## config.mk

```make
export PLATFORM = sky130hd
export DESIGN_NAME = dual_path_fadd
export DESIGN_NICKNAME = d
export VERILOG_FILES = /design/src/rtl/fadd_pkg.sv /design/src/rtl/fadd_ctrl.sv /design/src/rtl/fadd_near.sv /design/src/rtl/fadd_far.sv /design/src/rtl/fadd_datapath.sv /design/src/rtl/dual_path_fadd.sv
export SDC_FILE = /design/constraint.sdc
export NUM_CORES = 1
export LEC_CHECK = 0
export BUFFER_PORTS_ARGS = -buffer_cell sky130_fd_sc_hd__buf_4
export CAP_MARGIN = 20
export CELL_PAD_IN_SITES_DETAIL_PLACEMENT = 1
export CELL_PAD_IN_SITES_GLOBAL_PLACEMENT = 2
export CORE_MARGIN = 2
export CORE_UTILIZATION = 39
export CTS_BUF_LIST = sky130_fd_sc_hd__clkbuf_8
export DETAILED_ROUTE_END_ITERATION = 12
export PLACE_DENSITY_LB_ADDON = 0.12
export SKIP_CTS_REPAIR_TIMING = 1
export SLEW_MARGIN = 0
export SYNTH_ARGS = -nofsm -noshare
export SYNTH_HDL_FRONTEND = slang
export SYNTH_SLANG_ARGS = --single-unit
```

## constraint.sdc

```tcl
create_clock -name clk -period 1.7 [get_ports clk]
set_clock_uncertainty 0.05 [all_clocks]
set_input_delay 0.085 -clock clk [delete_from_list [all_inputs] [get_ports clk]]
set_output_delay 0.085 -clock clk [all_outputs]
set_load 0.05 [all_outputs]
```

## src/rtl/fadd_pkg.sv

```systemverilog
package fadd_pkg;
  localparam int EXP_W  = 8;
  localparam int FRAC_W = 23;
  localparam int WORD_W = 1 + EXP_W + FRAC_W;

  typedef struct packed {
    logic zeroOut;   // both operands read as zero
    logic zeroSign;  // sign for the both-zero case
    logic passA;     // only opB is zero
    logic passB;     // only opA is zero
    logic swap;      // opB has the larger magnitude
    logic effSub;    // signs make this a subtraction
    logic nearSel;   // near datapath owns the result
    logic bNeg;      // effective sign of opB
    logic resSign;   // sign of a nonzero result
  } addStrobes_t;
endpackage

```

## src/rtl/fadd_ctrl.sv

```systemverilog
module fadd_ctrl
  import fadd_pkg::*;
#(
  parameter int EW = EXP_W,
  parameter int FW = FRAC_W,
  localparam int W = 1 + EW + FW
) (
  input  logic [W-1:0] opA,
  input  logic [W-1:0] opB,
  input  logic         subOp,
  output addStrobes_t  strobes
);
  logic [EW-1:0] expA, expB;
  logic          zeroA, zeroB;
  logic [EW:0]   gapAB, gapBA;
  logic          closeExp, bigB;

  always_comb begin
    expA     = opA[W-2:FW];
    expB     = opB[W-2:FW];
    zeroA    = (expA == '0);
    zeroB    = (expB == '0);
    gapAB    = {1'b0, expA} - {1'b0, expB};
    gapBA    = {1'b0, expB} - {1'b0, expA};
    closeExp = (gapAB <= (EW+1)'(1)) || (gapBA <= (EW+1)'(1));
    bigB     = !zeroB && (zeroA || (opB[W-2:0] > opA[W-2:0]));

    strobes.bNeg     = opB[W-1] ^ subOp;
    strobes.effSub   = opA[W-1] ^ strobes.bNeg;
    strobes.zeroOut  = zeroA && zeroB;
    strobes.zeroSign = opA[W-1] & strobes.bNeg;
    strobes.passA    = zeroB && !zeroA;
    strobes.passB    = zeroA && !zeroB;
    strobes.swap     = bigB;
    strobes.nearSel  = strobes.effSub && closeExp;
    strobes.resSign  = bigB ? strobes.bNeg : opA[W-1];
  end
endmodule

```

## src/rtl/fadd_near.sv

```systemverilog
module fadd_near #(
  parameter int EW = 8,
  parameter int MW = 24,
  localparam int FW  = MW - 1,
  localparam int DW  = MW + 1,
  localparam int LZW = $clog2(DW + 1)
) (
  input  logic [EW-1:0] bigExp,
  input  logic [MW-1:0] bigMant,
  input  logic [MW-1:0] smallMant,
  input  logic          shiftOne,
  output logic [EW-1:0] nearExp,
  output logic [FW-1:0] nearFrac,
  output logic          nearZero,
  output logic          nearUnder
);
  logic [DW-1:0]  subtrahend, dif, norm;
  logic [LZW-1:0] lz;
  logic           found, roundUp;
  logic [FW:0]    fracRnd;
  logic [EW+1:0]  expWide;

  always_comb begin
    // operands were ordered by magnitude, so the difference is never negative
    subtrahend = shiftOne ? {1'b0, smallMant} : {smallMant, 1'b0};
    dif        = {bigMant, 1'b0} - subtrahend;

    lz    = LZW'(DW);
    found = 1'b0;
    for (int i = DW - 1; i >= 0; i--) begin
      if (!found && dif[i]) begin
        lz    = LZW'(DW - 1 - i);
        found = 1'b1;
      end
    end
    norm = dif << lz;

    // only one bit below the kept field and no sticky: a set guard is a tie
    roundUp  = norm[0] & norm[1];
    fracRnd  = {1'b0, norm[FW:1]} + {{FW{1'b0}}, roundUp};
    expWide  = {2'b00, bigExp} - {{(EW+2-LZW){1'b0}}, lz}
             + {{(EW+1){1'b0}}, fracRnd[FW]};
    nearZero  = !norm[DW-1];
    nearUnder = expWide[EW+1] || (expWide[EW:0] == '0);
    nearExp   = expWide[EW-1:0];
    nearFrac  = fracRnd[FW-1:0];
  end
endmodule

```

## src/rtl/fadd_far.sv

```systemverilog
module fadd_far #(
  parameter int EW = 8,
  parameter int MW = 24,
  localparam int FW   = MW - 1,
  localparam int CAP  = MW + 2,
  localparam int WIDE = MW + CAP,
  localparam int XW   = MW + 3
) (
  input  logic [EW-1:0] bigExp,
  input  logic [EW-1:0] expGap,
  input  logic [MW-1:0] bigMant,
  input  logic [MW-1:0] smallMant,
  input  logic          effSub,
  output logic [EW-1:0] farExp,
  output logic [FW-1:0] farFrac,
  output logic          farOvf
);
  logic [EW-1:0]   shAmt;
  logic [WIDE-1:0] wide;
  logic [XW-1:0]   yAl, norm;
  logic [XW:0]     raw;
  logic            incE, decE, roundUp;
  logic [FW:0]     fracRnd;
  logic [EW+1:0]   expWide;
  logic            unusedHidden;

  always_comb begin
    // beyond CAP every bit of the small mantissa lands in the sticky field
    shAmt = (expGap > EW'(CAP)) ? EW'(CAP) : expGap;
    wide  = {smallMant, {CAP{1'b0}}} >> shAmt;
    yAl   = {wide[WIDE-1:CAP], wide[CAP-1], wide[CAP-2], |wide[CAP-3:0]};
    raw   = effSub ? ({1'b0, bigMant, 3'b000} - {1'b0, yAl})
                   : ({1'b0, bigMant, 3'b000} + {1'b0, yAl});

    incE = raw[XW];
    decE = !raw[XW] && !raw[XW-1];
    if (incE)      norm = {raw[XW:2], raw[1] | raw[0]};
    else if (decE) norm = {raw[XW-2:0], 1'b0};
    else           norm = raw[XW-1:0];

    roundUp = norm[2] & (norm[1] | norm[0] | norm[3]);
    fracRnd = {1'b0, norm[XW-2:3]} + {{FW{1'b0}}, roundUp};
    expWide = {2'b00, bigExp} + {{(EW+1){1'b0}}, incE}
            + {{(EW+1){1'b0}}, fracRnd[FW]} - {{(EW+1){1'b0}}, decE};
    farOvf  = expWide >= {2'b00, {EW{1'b1}}};
    farExp  = expWide[EW-1:0];
    farFrac = fracRnd[FW-1:0];
  end

  assign unusedHidden = norm[XW-1];
endmodule

```

## src/rtl/fadd_datapath.sv

```systemverilog
module fadd_datapath
  import fadd_pkg::*;
#(
  parameter int EW = EXP_W,
  parameter int FW = FRAC_W,
  localparam int W  = 1 + EW + FW,
  localparam int MW = FW + 1
) (
  input  logic [W-1:0] opA,
  input  logic [W-1:0] opB,
  input  addStrobes_t  strobes,
  output logic [W-1:0] sum
);
  logic [EW-1:0] bigExp, smallExp, expGap;
  logic [MW-1:0] bigMant, smallMant;
  logic [EW-1:0] nearExp, farExp;
  logic [FW-1:0] nearFrac, farFrac;
  logic          nearZero, nearUnder, farOvf;
  logic          unusedSignB;

  always_comb begin
    if (strobes.swap) begin
      bigExp    = opB[W-2:FW];
      bigMant   = {1'b1, opB[FW-1:0]};
      smallExp  = opA[W-2:FW];
      smallMant = {1'b1, opA[FW-1:0]};
    end else begin
      bigExp    = opA[W-2:FW];
      bigMant   = {1'b1, opA[FW-1:0]};
      smallExp  = opB[W-2:FW];
      smallMant = {1'b1, opB[FW-1:0]};
    end
    expGap = bigExp - smallExp;
  end

  fadd_near #(.EW(EW), .MW(MW)) u_near (
    .bigExp    (bigExp),
    .bigMant   (bigMant),
    .smallMant (smallMant),
    .shiftOne  (expGap[0]),
    .nearExp   (nearExp),
    .nearFrac  (nearFrac),
    .nearZero  (nearZero),
    .nearUnder (nearUnder)
  );

  fadd_far #(.EW(EW), .MW(MW)) u_far (
    .bigExp    (bigExp),
    .expGap    (expGap),
    .bigMant   (bigMant),
    .smallMant (smallMant),
    .effSub    (strobes.effSub),
    .farExp    (farExp),
    .farFrac   (farFrac),
    .farOvf    (farOvf)
  );

  always_comb begin
    if (strobes.zeroOut)      sum = {strobes.zeroSign, {(W-1){1'b0}}};
    else if (strobes.passA)   sum = opA;
    else if (strobes.passB)   sum = {strobes.bNeg, opB[W-2:0]};
    else if (strobes.nearSel) begin
      if (nearZero)           sum = '0;
      else if (nearUnder)     sum = {strobes.resSign, {(W-1){1'b0}}};
      else                    sum = {strobes.resSign, nearExp, nearFrac};
    end
    else if (farOvf)          sum = {strobes.resSign, {EW{1'b1}}, {FW{1'b0}}};
    else                      sum = {strobes.resSign, farExp, farFrac};
  end

  assign unusedSignB = opB[W-1];
endmodule

```

## src/rtl/dual_path_fadd.sv

```systemverilog
module dual_path_fadd
  import fadd_pkg::*;
#(
  parameter int EW = EXP_W,
  parameter int FW = FRAC_W,
  localparam int W = 1 + EW + FW
) (
  input  logic         clk,
  input  logic         rst,
  input  logic [W-1:0] opA,
  input  logic [W-1:0] opB,
  input  logic         subOp,
  output logic [W-1:0] result
);
  addStrobes_t  strobes;
  logic [W-1:0] sumNext;

  fadd_ctrl #(.EW(EW), .FW(FW)) u_ctrl (
    .opA     (opA),
    .opB     (opB),
    .subOp   (subOp),
    .strobes (strobes)
  );

  fadd_datapath #(.EW(EW), .FW(FW)) u_dp (
    .opA     (opA),
    .opB     (opB),
    .strobes (strobes),
    .sum     (sumNext)
  );

  always_ff @(posedge clk or posedge rst) begin
    if (rst) result <= '0;
    else     result <= sumNext;
  end
endmodule

```

==> results of run 1 <==
-- through the flow --
step / hold WS (ns) / utilization [%] / setup slack, ns
after detailed placement: 0.2110 / 62.04 / -12.98
after floorplan: 0.1503 / - / -10.97
after CTS: -0.1866 / 62.33 / -12.93
after global placement: 0.1856 / 62.04 / -11.55
-- metal layers --
metal | track usage, % | overflow
met1 | 81.78 | 3
met2 | 100.8 | 331
met3 | 70.56 | 10
met4 | 92.47 | 194
met5 | 31.19 | 0
-- cells in the mapped netlist (12+ instances only) --
cell / n / area (sq um)
nor2b_1: 19 / 118.9
a21boi_0: 16 / 120.1
mux2i_1: 43 / 430.4
o21ai_0: 193 / 965.9
a21oi_1: 186 / 930.9
nor2_1: 226 / 848.3
xnor2_1: 59 / 516.8
nand3_1: 62 / 310.3
a211o_1: 12 / 105.1
buf_1: 15 / 56.30
or3_1: 15 / 93.84
inv_1: 150 / 563.0
or2_2: 18 / 112.6
a21o_1: 68 / 510.5
o22ai_1: 25 / 156.4
o211ai_1: 39 / 292.8
o21ai_1: 12 / 60.06
ha_1: 131 / 1639
a211oi_1: 31 / 232.7
nor3_1: 54 / 270.3
clkbuf_1: 75 / 281.5
nor4_1: 24 / 150.1
and3_1: 25 / 156.4
xor2_1: 41 / 359.1
o21bai_1: 19 / 142.6
dfrtp_1: 32 / 800.8
nand4_1: 25 / 156.4
o21a_1: 22 / 165.2
nand2b_1: 31 / 193.9
a221oi_1: 27 / 236.5
buf_2: 22 / 110.1
and2_1: 25 / 156.4
nand2_1: 235 / 882.1
a31oi_1: 37 / 231.5
a2bb2oi_1: 12 / 105.1
o31ai_1: 20 / 150.1
a22oi_1: 17 / 127.6
-- kinds of logic after synthesis --
kind of cell | after synthesis | synth area share [%]
fa+ha+maj | 138 | 11.58
xor+xnor | 100 | 5.703
simple gates | 831 | 27.11
compound gates | 876 | 38.92
flops | 32 | 5.214
buf+inv | 280 | 7.422
mux | 57 | 4.049
==> flow_summary.toml, run 1 <==
[place]
place_area_sq_um = 24030
place.gp.congestion = 1.107
port_buffers = 98
hpwl_mm = 88.86
dpl.cell_count = 3821

[floorplanning]
fp.dieH_um = 202.4
start_util_pct = 39.65
fp-row-count = 72
die_x_um = 202.4
io_pins = 99

[clock_network]
root_buffer = "clkbuf_8"
numCtsBuffers = 5
cts_htree_levels = 2
cts_buffer_depth = 2
cts_sinks = 32

[sta]
worst-ep-kind = "register input"
worstEndpointGrtRepair = "result[4]$_DFF_PP0_/D"

[global_route]
grt_usage_pct = 84.66
grt_overflow_total = 538
grt_max_degree = 53

[synthesis]
mappedNetlistArea_sq_um = 15360
yosysWarnings = 0
synth-edff-count = 0
syn-num-nets = 2519
yosys_most_used_dff = "dfrtp_1"
synth_cell_type_count = 122
async_flop_share_pct = 100.0
seq_area_frac_synth_pct = 5.214
synth-seq-cells = 32
synthCells = 2314
synth.avg_cell_area_sq_um = 6.637

[run_status]
status = "aborted with a tool error"
error_line = "[ERROR GRT-0232] Routing congestion too high. Check the congestion heatmap in the GUI."
lastStage = "5_1_grt"
==> inputs of run 2 (changes only) <==
- CELL_PAD_IN_SITES_DETAIL_PLACEMENT: 1 -> not set
- CELL_PAD_IN_SITES_GLOBAL_PLACEMENT: 2 -> not set
- CORE_UTILIZATION: 39 -> 35
- CTS_BUF_LIST: sky130_fd_sc_hd__clkbuf_8 -> not set
- PLACE_DENSITY_LB_ADDON: 0.12 -> 0.15
==> flow_summary.toml, run 2 <==
[run_status]
status = "finished, violations left"
violations = "setup timing"

[synthesis]
yosys_most_used_dff = "dfrtp_1"
synth_top_area_share_pct = 10.67
synth-edff-count = 0
synth-seq-cells = 32
async_flop_share_pct = 100.0
synthCells = 2314
mappedNetlistArea_sq_um = 15360
synth_top_area_cell = "ha_1"
yosysWarnings = 0
synth.avg_cell_area_sq_um = 6.637
ys_top_cells_by_count = "235 x nand2_1, 226 x nor2_1, 193 x o21ai_0"
synth_area_leaders = "ha_1 11%, o21ai_0 6.3%, a21oi_1 6.1%, nand2_1 5.7%, nor2_1 5.5%"
syn-num-nets = 2519
seq_area_frac_synth_pct = 5.214
synth_cell_type_count = 122
synth_most_common_cell = "nand2_1"

[layout]
area.growth.synth_to_final_pct = 67.98
fin_cells = 3959
reg_top3 = "result (32)"
layout_common_cells = "1143 x buf_4, 227 x nand2_1, 220 x nor2_1, 166 x o21ai_0, 163 x a21oi_1"
drive_gt1_share_pct = 42.82
fillers = 4198
layout_commonest_cell = "buf_4"
fin_util_pct = 59.76
layout.nets = 3576
final_area_sq_um = 25800
regMostFlops = "result"
largest_register_ffs = 32

[worst_setup_path]
arrival_ns = 13.10
worstPathBufferInverterCount = 12
cp_slowest_cell = "or4b_4"
cp-start-kind = "input port"
slowest_delay_ns = 0.49
crit_fanout = 8
end_kind = "register"
crit_top_cell = "a21oi_2"
crit_type = "input port to register"
cp.required_ns = 1.88
path_delay_family = "compound AO/OA/AOI/OAI gates"

[clock_network]
cts_buffer_depth = 2
path_clk_slew_ns = 0.06
root_buffer = "clkbuf_16"
cts_tree = "done"
cts_sinks = 32
cts_htree_levels = 2
numCtsBuffers = 5

[floorplanning]
fp.dieArea_sq_um = 45570
fp.dieH_um = 213.5
start_util_pct = 35.58
fp-row-count = 76
io_pins = 99
coreArea_sq_um = 43170
die_x_um = 213.5

[global_route]
grt_pass1_wl_mm = 134.3
grt_max_degree = 42
grt_usage_pct = 39.08
antenna_found_initial = 2
grt_pass1_vias = 22750
grt_overflow_total = 0

[drt]
num_vias = 23260
post_drt_wl_per_cell_um = 23.41
vias_per_cell = 5.875
dr.pass1.iters = 6
totalWireLength_mm = 92.69
route.detailed.drc = 0
drt_iter0_drc = 2263
postRouteAntennaNets = 0

[worst_hold_path]
worstHoldPathCells = 3
hp-start = "opA[21]"
min_to = "result[21]"
hp-class = "input port to register"

[place]
place.gp.congestion = 1.070
port_buffers = 98
pre_cts_slack_ns = -12.21
place_area_sq_um = 24300
dpl.cell_count = 3910
hpwl_mm = 77.46

[sta]
tightestPinTransition_ns = 1.127
relSlewSlack_pct = 23.89
max_clock_freq_mhz = 77.40
layout_min_cycle_time_ns = 12.92
rsz0062_at_grt = "yes"
setup_viol = 32
worst_slack_ns = -11.22
drv_slew = 0
finalCritPeriodShare_pct = 760.0
finalHoldViolCount = 0

[pwr]
p_seq_share_pct = 3.3
power_frac_comb_pct = 94.0
p_clk_share_pct = 2.7
leakage_nw = 12.58
p_per_area_nw_per_um2 = 1439
power_switching_mw = 19.39
swShare_pct = 52.25
p_int_mw = 17.73
ir_drop_v = 0.001339

[run]
drv_cap = 0
-- run 2: worst max-delay path by stage --
| stage | to | cells past startpoint | start |
|---|---|---|---|
| floorplan | result[9] | 72 | opB[27] |
| global placement | result[10] | 60 | opA[5] |
| detailed placement | result[10] | 63 | opA[2] |
| CTS | result[10] | 63 | opA[5] |
| global route | result[4] | 73 | opA[16] |
| finish | result[4] | 73 | opA[17] |
-- run 2: final cells by class --
class | instances | area, sq um | share of cell area, %
clock inverter | 3 | 18.77 | 0.07275
multi-input combinational | 2003 | 14500 | 56.18
sequential | 32 | 800.8 | 3.104
tap | 585 | 732.0 | 2.837
clock buffer | 5 | 125.1 | 0.4850
antenna | 2 | 5.005 | 0.01940
inverter | 155 | 594.3 | 2.304
timing repair buffer | 1174 | 9029 | 35.00
-- run 2: power by group through the flow --
stage | Combinational, mW | Sequential [mW] | Clock [mW]
2_1_floorplan | 14.6 | 2.35 | 0
5_1_grt | 37.0 | 1.25 | 1.03
6_report | 34.9 | 1.24 | 0.994
3_3_place_gp | 32.1 | 1.23 | 0
3_5_place_dp | 32.2 | 1.23 | 0
4_1_cts | 32.4 | 1.23 | 1.00
-- run 2: cells by family (layout without fill, tap and decap cells) --
logic type / count (synthesis) / in the layout / synth area share, %
other: 0 / 2 / 0
AO/OA/AOI/OAI: 876 / 876 / 38.92
adder cells (fa/ha/maj): 138 / 138 / 11.58
AND/OR/NAND/NOR: 831 / 832 / 27.11
XOR/XNOR: 100 / 100 / 5.703
multiplexers: 57 / 57 / 4.049
buffers and inverters: 280 / 1337 / 7.422
flip-flops: 32 / 32 / 5.214
-- run 2: per-stage QoR --
step	setup TNS [ns]	power (mW)	hold slack, ns
floorplan	-333.97	16.98	0.1503
global placement	-365.65	33.33	0.1778
detailed placement	-372.19	33.43	0.1863
CTS	-363.67	34.64	-0.1378
global route	-359.15	39.23	0.04525
finish	-346.68	37.12	0.04973
-- run 2: layer usage --
metal	share of wire [%]	vias to the layer above	track usage (%)
li1	-	10740	-
met1	39	11130	47.15
met2	45	1080	65.38
met3	7.8	312	5.785
met4	7.5	0	24.33
met5	0	-	0
Note: power is estimated with default switching activity, not from simulation.
